$ cat config.mk
export PLATFORM = sky130hd
export DESIGN_NAME = lsb_coh_tracker
export DESIGN_NICKNAME = d
export VERILOG_FILES = /design/src/rtl/lsb_pkg.sv /design/src/rtl/lsb_range_match.sv /design/src/rtl/lsb_set_probe.sv /design/src/rtl/lsb_age_walk.sv /design/src/rtl/lsb_coh_tracker.sv
export SDC_FILE = /design/constraint.sdc
export NUM_CORES = 2
export LEC_CHECK = 0
export BUFFER_PORTS_ARGS = -buffer_cell sky130_fd_sc_hd__clkbuf_2
export CAP_MARGIN = 40
export CORE_MARGIN = 3
export CORE_UTILIZATION = 23
export DETAILED_ROUTE_END_ITERATION = 7
export HOLD_SLACK_MARGIN = 0.03
export PLACE_DENSITY = 0.41
export SYNTH_ARGS = -nofsm -noshare
export SYNTH_HDL_FRONTEND = slang
export SYNTH_SLANG_ARGS = --single-unit
export TNS_END_PERCENT = 20
$ cat constraint.sdc
create_clock -name clk_i -period 7.1 [get_ports clk_i]
set_input_delay 0.355 -clock clk_i [delete_from_list [all_inputs] [get_ports clk_i]]
set_output_delay 0.355 -clock clk_i [all_outputs]
set_load 0.1 [all_outputs]
$ cat src/rtl/lsb_pkg.sv
package lsb_pkg;

    // Per-slot status; the packed order is the order seen on rd_flags_o.
    typedef struct packed {
        logic valid;
        logic has_data;
        logic failed;
        logic done;
        logic stalled;
        logic cached;
        logic inval;
    } ent_flags_t;

endpackage

$ cat src/rtl/lsb_range_match.sv
module lsb_range_match #(
    parameter int unsigned N  = 8,
    parameter int unsigned AW = 32
) (
    input  logic [N-1:0][AW-1:0] addr_i,
    input  logic [AW-1:0]        base_i,
    input  logic [AW-1:0]        size_i,
    output logic [N-1:0]         hit_o
);

    logic [AW:0] lim;

    // one extra bit so a range ending at the top of the space does not wrap
    assign lim = {1'b0, base_i} + {1'b0, size_i};

    for (genvar g = 0; g < N; g++) begin : g_cmp
        assign hit_o[g] = ({1'b0, addr_i[g]} >= {1'b0, base_i}) &&
                          ({1'b0, addr_i[g]} <  lim);
    end

endmodule

$ cat src/rtl/lsb_set_probe.sv
module lsb_set_probe #(
    parameter int unsigned N  = 8,
    parameter int unsigned SW = 6
) (
    input  logic [N-1:0]         valid_i,
    input  logic [N-1:0][SW-1:0] set_i,
    input  logic [SW-1:0]        probe_i,
    output logic                 ok_o
);

    logic [N-1:0] clash;

    for (genvar g = 0; g < N; g++) begin : g_set
        assign clash[g] = valid_i[g] && (set_i[g] == probe_i);
    end

    assign ok_o = ~|clash;

endmodule

$ cat src/rtl/lsb_age_walk.sv
module lsb_age_walk #(
    parameter int unsigned N  = 8,
    parameter int unsigned TW = 4,
    localparam int unsigned IW = $clog2(N)
) (
    input  logic [IW-1:0]        head_i,
    input  logic [N-1:0]         valid_i,
    input  logic [N-1:0]         data_i,
    input  logic [N-1:0]         failed_i,
    input  logic [N-1:0]         hit_i,
    input  logic [N-1:0][TW-1:0] tag_i,
    input  logic                 tag_en_i,
    input  logic [TW-1:0]        tag_probe_i,
    output logic                 conflict_o
);

    localparam logic [TW-1:0] TAG_NONE = '1;

    logic [IW-1:0] slot;
    logic          stop;
    logic          skip_empty;

    // Serial priority walk from the oldest slot; the first decisive slot wins.
    always_comb begin
        conflict_o = 1'b0;
        stop       = 1'b0;
        skip_empty = 1'b0;
        slot       = head_i;
        for (int k = 0; k < N; k++) begin
            slot = head_i + IW'(k);
            if (!stop && valid_i[slot]) begin
                if (failed_i[slot]) begin
                    skip_empty = 1'b1;
                end
                if (!(skip_empty && !data_i[slot])) begin
                    if (tag_en_i && (tag_probe_i != TAG_NONE) &&
                        (tag_i[slot] == tag_probe_i)) begin
                        stop = 1'b1;
                    end else if (hit_i[slot]) begin
                        conflict_o = 1'b1;
                        stop       = 1'b1;
                    end
                end
            end
        end
    end

endmodule

$ cat src/rtl/lsb_coh_tracker.sv
module lsb_coh_tracker #(
    parameter int unsigned DEPTH  = 8,
    parameter int unsigned AW     = 32,
    parameter int unsigned TW     = 4,
    parameter int unsigned CW     = 16,
    parameter int unsigned SET_LO = 6,
    parameter int unsigned SET_W  = 6,
    localparam int unsigned IW    = $clog2(DEPTH),
    localparam int unsigned FW    = $bits(lsb_pkg::ent_flags_t)
) (
    input  logic          clk_i,
    input  logic          rst_ni,
    input  logic          alloc_valid_i,
    input  logic [AW-1:0] alloc_addr_i,
    input  logic          alloc_store_i,
    input  logic          alloc_miss_i,
    input  logic [TW-1:0] alloc_tag_i,
    output logic          alloc_ready_o,
    output logic [IW-1:0] alloc_idx_o,
    input  logic          st_we_i,
    input  logic [IW-1:0] st_idx_i,
    input  logic          st_done_i,
    input  logic          st_failed_i,
    input  logic          st_cached_i,
    input  logic          cpl_valid_i,
    input  logic [TW-1:0] cpl_tag_i,
    input  logic          int_valid_i,
    input  logic [AW-1:0] int_base_i,
    input  logic [AW-1:0] int_size_i,
    input  logic          int_wbonly_i,
    input  logic          rel_valid_i,
    input  logic [IW-1:0] rel_idx_i,
    input  logic          rel_squash_i,
    input  logic [AW-1:0] imiss_addr_i,
    output logic          imiss_ok_o,
    input  logic [AW-1:0] ev_base_i,
    input  logic [AW-1:0] ev_size_i,
    input  logic          ev_tag_en_i,
    input  logic [TW-1:0] ev_tag_i,
    output logic          ev_conflict_o,
    input  logic [IW-1:0] rd_idx_i,
    output logic [FW-1:0] rd_flags_o,
    output logic [TW-1:0] rd_tag_o,
    output logic          fetch_shared_o,
    output logic          fetch_excl_o,
    output logic          unstall_o,
    output logic [CW-1:0] squash_cnt_o,
    output logic [CW-1:0] squash_empty_cnt_o
);

    localparam int unsigned   SPW      = IW + 1;
    localparam logic [SPW-1:0] SPAN_FULL = SPW'(DEPTH);
    localparam logic [TW-1:0] TAG_NONE = '1;

    typedef struct packed {
        logic [SPW-1:0]                    span;
        logic [IW-1:0]                     head;
        logic [IW-1:0]                     tail;
        lsb_pkg::ent_flags_t [DEPTH-1:0]   flg;
        logic [DEPTH-1:0]                  store;
        logic [DEPTH-1:0][AW-1:0]          addr;
        logic [DEPTH-1:0][TW-1:0]          tag;
        logic                              fetch_sh;
        logic                              fetch_ex;
        logic                              unstall;
        logic [CW-1:0]                     sq_cnt;
        logic [CW-1:0]                     sq_empty_cnt;
    } state_t;

    state_t s_d, s_q;

    logic [DEPTH-1:0]            valid_v, data_v, failed_v;
    logic [DEPTH-1:0][SET_W-1:0] set_v;
    logic [DEPTH-1:0]            int_hit, ev_hit;

    for (genvar g = 0; g < DEPTH; g++) begin : g_vec
        assign valid_v[g]  = s_q.flg[g].valid;
        assign data_v[g]   = s_q.flg[g].has_data;
        assign failed_v[g] = s_q.flg[g].failed;
        assign set_v[g]    = s_q.addr[g][SET_LO +: SET_W];
    end

    lsb_set_probe #(.N(DEPTH), .SW(SET_W)) i_set_probe (
        .valid_i (valid_v),
        .set_i   (set_v),
        .probe_i (imiss_addr_i[SET_LO +: SET_W]),
        .ok_o    (imiss_ok_o)
    );

    lsb_range_match #(.N(DEPTH), .AW(AW)) i_int_range (
        .addr_i (s_q.addr),
        .base_i (int_base_i),
        .size_i (int_size_i),
        .hit_o  (int_hit)
    );

    lsb_range_match #(.N(DEPTH), .AW(AW)) i_ev_range (
        .addr_i (s_q.addr),
        .base_i (ev_base_i),
        .size_i (ev_size_i),
        .hit_o  (ev_hit)
    );

    lsb_age_walk #(.N(DEPTH), .TW(TW)) i_age_walk (
        .head_i      (s_q.head),
        .valid_i     (valid_v),
        .data_i      (data_v),
        .failed_i    (failed_v),
        .hit_i       (ev_hit),
        .tag_i       (s_q.tag),
        .tag_en_i    (ev_tag_en_i),
        .tag_probe_i (ev_tag_i),
        .conflict_o  (ev_conflict_o)
    );

    logic do_alloc;
    logic do_reclaim;

    assign do_alloc   = alloc_valid_i && (s_q.span != SPAN_FULL);
    assign do_reclaim = (s_q.span != '0) && !s_q.flg[s_q.head].valid;

    always_comb begin
        s_d          = s_q;
        s_d.fetch_sh = 1'b0;
        s_d.fetch_ex = 1'b0;
        s_d.unstall  = cpl_valid_i;

        // status overwrite from the pipeline
        if (st_we_i && s_q.flg[st_idx_i].valid) begin
            s_d.flg[st_idx_i].done   = st_done_i;
            s_d.flg[st_idx_i].failed = st_failed_i;
            s_d.flg[st_idx_i].cached = st_cached_i;
        end

        for (int i = 0; i < DEPTH; i++) begin
            // miss return: release waiters, hand the line to finished ones
            if (cpl_valid_i && s_q.flg[i].valid && (cpl_tag_i != TAG_NONE) &&
                (s_q.tag[i] == cpl_tag_i)) begin
                s_d.tag[i]         = TAG_NONE;
                s_d.flg[i].stalled = 1'b0;
                if (s_q.flg[i].done) begin
                    s_d.flg[i].has_data = 1'b1;
                    if (s_q.store[i]) begin
                        s_d.fetch_ex = 1'b1;
                    end else begin
                        s_d.fetch_sh = 1'b1;
                    end
                end else begin
                    s_d.flg[i].cached = 1'b0;
                end
            end
            // line thrown out under a slot that already holds its data
            if (int_valid_i && s_q.flg[i].valid && s_q.flg[i].has_data &&
                int_hit[i] && (!int_wbonly_i || s_q.store[i])) begin
                s_d.flg[i].inval = 1'b1;
            end
        end

        // retire or squash
        if (rel_valid_i && s_q.flg[rel_idx_i].valid) begin
            s_d.flg[rel_idx_i] = '0;
            if (rel_squash_i) begin
                s_d.sq_cnt = s_q.sq_cnt + CW'(1);
                if (!s_q.flg[rel_idx_i].has_data) begin
                    s_d.sq_empty_cnt = s_q.sq_empty_cnt + CW'(1);
                end
            end
        end

        // old end moves past one freed slot per cycle
        if (do_reclaim) begin
            s_d.head = s_q.head + IW'(1);
        end

        if (do_alloc) begin
            s_d.flg[s_q.tail]         = '0;
            s_d.flg[s_q.tail].valid   = 1'b1;
            s_d.flg[s_q.tail].stalled = alloc_miss_i;
            s_d.addr[s_q.tail]        = alloc_addr_i;
            s_d.store[s_q.tail]       = alloc_store_i;
            s_d.tag[s_q.tail]         = alloc_miss_i ? alloc_tag_i : TAG_NONE;
            s_d.tail                  = s_q.tail + IW'(1);
        end

        s_d.span = s_q.span + SPW'(do_alloc) - SPW'(do_reclaim);
    end

    always_ff @(posedge clk_i or negedge rst_ni) begin
        if (!rst_ni) begin
            s_q <= '0;
        end else begin
            s_q <= s_d;
        end
    end

    assign alloc_ready_o      = (s_q.span != SPAN_FULL);
    assign alloc_idx_o        = s_q.tail;
    assign rd_flags_o         = s_q.flg[rd_idx_i];
    assign rd_tag_o           = s_q.tag[rd_idx_i];
    assign fetch_shared_o     = s_q.fetch_sh;
    assign fetch_excl_o       = s_q.fetch_ex;
    assign unstall_o          = s_q.unstall;
    assign squash_cnt_o       = s_q.sq_cnt;
    assign squash_empty_cnt_o = s_q.sq_empty_cnt;

endmodule

==> results by group <==
Run status
  • Status: finished, violations left
  • Failing checks: negative setup slack

GRT
  • Vias in the first global route: 40,349
  • Total global-route track usage: between 20% and 30%
  • Initial antenna violation count: 20
  • Largest net degree at the start of global routing: 138
  • Gr ovfl total: 0
  • Global-route wire length before repair: 307 mm

Power and ir drop
  • PD cells: around 470 nW/um^2
  • Worst VDD drop: around 0.0005 V
  • Pleak: 27.0 nW

Critical path
  • Worst EP required: 6.74 ns
  • R2r worst-path depth: 20
  • Crit path largest cell delay: between 0.4 and 0.5 ns
  • Worst r2r dst: s_q[366]
  • FF-to-FF setup slack: 2.23 ns
  • Max FO, Critical Path: 4
  • CP Class: primary input to output pin
  • Slowest cell on the critical path: mux4_2
  • Worst setup SP type: primary input
  • CP Data Arrival Time: 7.84 ns
  • CP endpoint kind: output pin
  • Most used cell, CP: o21ai_1

Final layout
  • Layout cell share with drive strength beyond 1: 24.1%
  • Layout area overhead: 22.6%
  • Final non-filler cell total: roughly 7,900
  • NumNets Final: 6,500

Placed design
  • Count of input and output buffers: between 200 and 300
  • DP HPWL: 175 mm
  • GPL Wtd Cong: ~0.95
  • Placed Cells: 7,730

Routing
  • Number of remaining DRC errors: 0
  • Post-detailed-routing wire length: 217 mm
  • Vias/cell: 5.07
  • Wire per inst: ~28 microns
  • Router iterations before antenna repair: 5
  • Remaining antenna violation count: 0
  • First DRT Iteration DRCs: 3,030
  • Vias: 39,837

CTS
  • Clk slew on worst S/H paths: 0.06 ns
  • Clk Latency, worst-skew pair: 0.69 ns
  • Root buf cell: clkbuf_16
  • CTS tree: yes
  • Max clock buf depth: 3
  • Total CTS buffers: 57
  • H-tree depth: 2
  • TritonCTS Sinks: around 400

Synthesis
  • Synth top area share: 29.6%
  • Cells after synthesis: 4,557
  • Cell area after synthesis: about 45,000 sq um
  • Sequential area share after synthesis: 22.0%
  • Post-synthesis register bit count: 397
  • Synth warn: 0
  • Async SR Flop Fraction: 100%
  • Average size of a mapped cell: 9.89 sq um
  • Net Count, Synth: approximately 5,900
  • EDFF count, synth: 0
  • Distinct cells, synth: 87
  • Synth area leader: ha_1
  • Synth area leaders: ha_1 (30%), dfrtp_1 (22%), mux2_2 (7.0%), a21o_1 (4.8%), mux4_2 (4.1%)
  • Main synth FF type: dfrtp_1

Min path
  • WHS Path Cells: 2
  • Hold WC Path Type: primary input to flip-flop
  • Hold path start: alloc_addr_i[9]

Timing
  • F_max: between 100 and 150 MHz
  • Least-Margin Pin Slew: 1.00 ns
  • Final hold vios: 0
  • Skew final: 0.0242 ns
  • Slew Viols, Final: 0
  • Final setup vio count: 1
  • RSZ-0062 raised after global routing: yes
  • Slew headroom: ~33%
  • Fin crit period: 8.19 ns
  • Final WS setup: -1.09 ns
  • Final period utilization: 115%
  • Hold Slack: ~0.073 ns

Run
  • Max Cap Viol: 0

Floorplanning
  • Rows: 161
  • Overall die width: approximately 450 microns
  • Die ar.: around 200,000 sq um
  • Initial core utilization: 23.3%
  • Die height: ~450 microns
  • I/O pins: 280
  • Core box area: 194,000 sq um
[area by class of cell]
class	count	area (sq um)
clock buffers	70	1620
clock inverters	36	450
well taps	2608	3260
fillers	20340	138000
inverters	159	597
repair buffers	717	4970
diodes	4	10.0
flip-flops and latches	397	9940
multi-input cells	3870	34400
[how the worst max path moves through the flow]
| stage | startpoint | endpoint | slack, ns | depth (start not counted) |
|---|---|---|---|---|
| floorplan | ev_base_i[3] | ev_conflict_o | 0.005 | 34 |
| global placement | ev_base_i[4] | ev_conflict_o | -1.02 | 38 |
| detailed placement | ev_base_i[4] | ev_conflict_o | -1.22 | 36 |
| CTS | ev_base_i[4] | ev_conflict_o | -1.15 | 36 |
| global route | ev_base_i[4] | ev_conflict_o | -1.36 | 37 |
| finish | ev_base_i[4] | ev_conflict_o | -1.09 | 37 |
[metrics by stage]
stage	instance area, sq um	TNS, ns	power [mW]	util, %	setup WS, ns
after floorplan	45200	0	14.6	-	0.00473
after global placement	52600	-1.38	21.7	27.2	-1.02
after detailed placement	52700	-1.49	21.9	27.2	-1.22
after CTS	55000	-1.15	25.4	28.4	-1.15
after global routing	55200	-1.36	27.6	28.5	-1.36
final	55300	-1.09	25.7	28.5	-1.09
[power by group]
part / switching, mW / leakage, nW / internal, mW
combinational: 9.42 / 21.2 / 7.54
clock: 1.31 / 1.01 / 1.91
sequential: 2.26 / 4.83 / 3.26
total: 13.0 / 27.0 / 12.7
[worst max-delay path: cells and delay by family]
| kind | cells | cell delay (ns) |
|---|---|---|
| AO/OA/AOI/OAI | 20 | 3.87 |
| multiplexers | 1 | 0.47 |
| AND/OR/NAND/NOR | 9 | 1.91 |
| adder cells (fa/ha/maj) | 2 | 0.57 |
| buffers and inverters | 5 | 0.64 |
[cells in the final DEF (no fill, tap or decap), types with 157 or more instances in the layout]
| master | n |
|---|---|
| a21oi_1 | 295 |
| a21o_1 | 291 |
| clkbuf_2 | 251 |
| inv_1 | 157 |
| mux2_2 | 282 |
| nand2_1 | 171 |
| dfrtp_1 | 396 |
| o21ai_0 | 210 |
| buf_4 | 429 |
| nor2_1 | 187 |
| ha_1 | 1062 |
[cell families (layout without fill, tap and decap cells)]
family,count (synthesis),count (layout),share of synthesized area (%)
buffers and inverters,290,982,2.74
DFF,397,397,22.0
and+or+nand+nor,984,984,11.4
muxes,435,435,12.7
adders and majority gates,1077,1077,29.9
other,0,4,0
xor gates and xnor gates,199,199,3.90
AOI/OAI and AO/OA,1175,1175,17.3
[synthesized netlist by cell type (21+ instances only)]
cell type and count:
nor2b_1 85, a21o_1 291, o2111ai_1 22, mux4_2 82, buf_4 36, o21ai_0 222
mux2i_1 71, buf_1 21, mux2_2 282, nor2_1 190, nand4_1 106, nor4_1 37
nor3_1 66, dfrtp_1 397, xnor2_1 126, nand3_1 99, clkbuf_1 69, a21oi_1 304
and3_1 26, ha_1 1067, and2_1 21, inv_1 157, xor2_1 72, a211oi_1 56
o21a_1 47, nand2_1 172, o211ai_1 26, nand2b_1 106
[per-layer routing]
| layer | up-vias | share of wire [%] | GRT usage, % |
|---|---|---|---|
| li1 | 18750 | - | - |
| met1 | 19768 | 46 | 29.1 |
| met2 | 1077 | 45 | 34.2 |
| met3 | 238 | 4.9 | 2.18 |
| met4 | 4 | 3.5 | 6.20 |
| met5 | - | 0.0092 | 0 |
[timing repair]
action	CTS	global route
endpoints found under the setup margin	1	1
endpoints found under the hold margin	145	0
gates resized for setup	9	40
setup buffers	4	4
pin swaps	12	24
hold buffers	14	0
(Power assumes the default switching activity.)
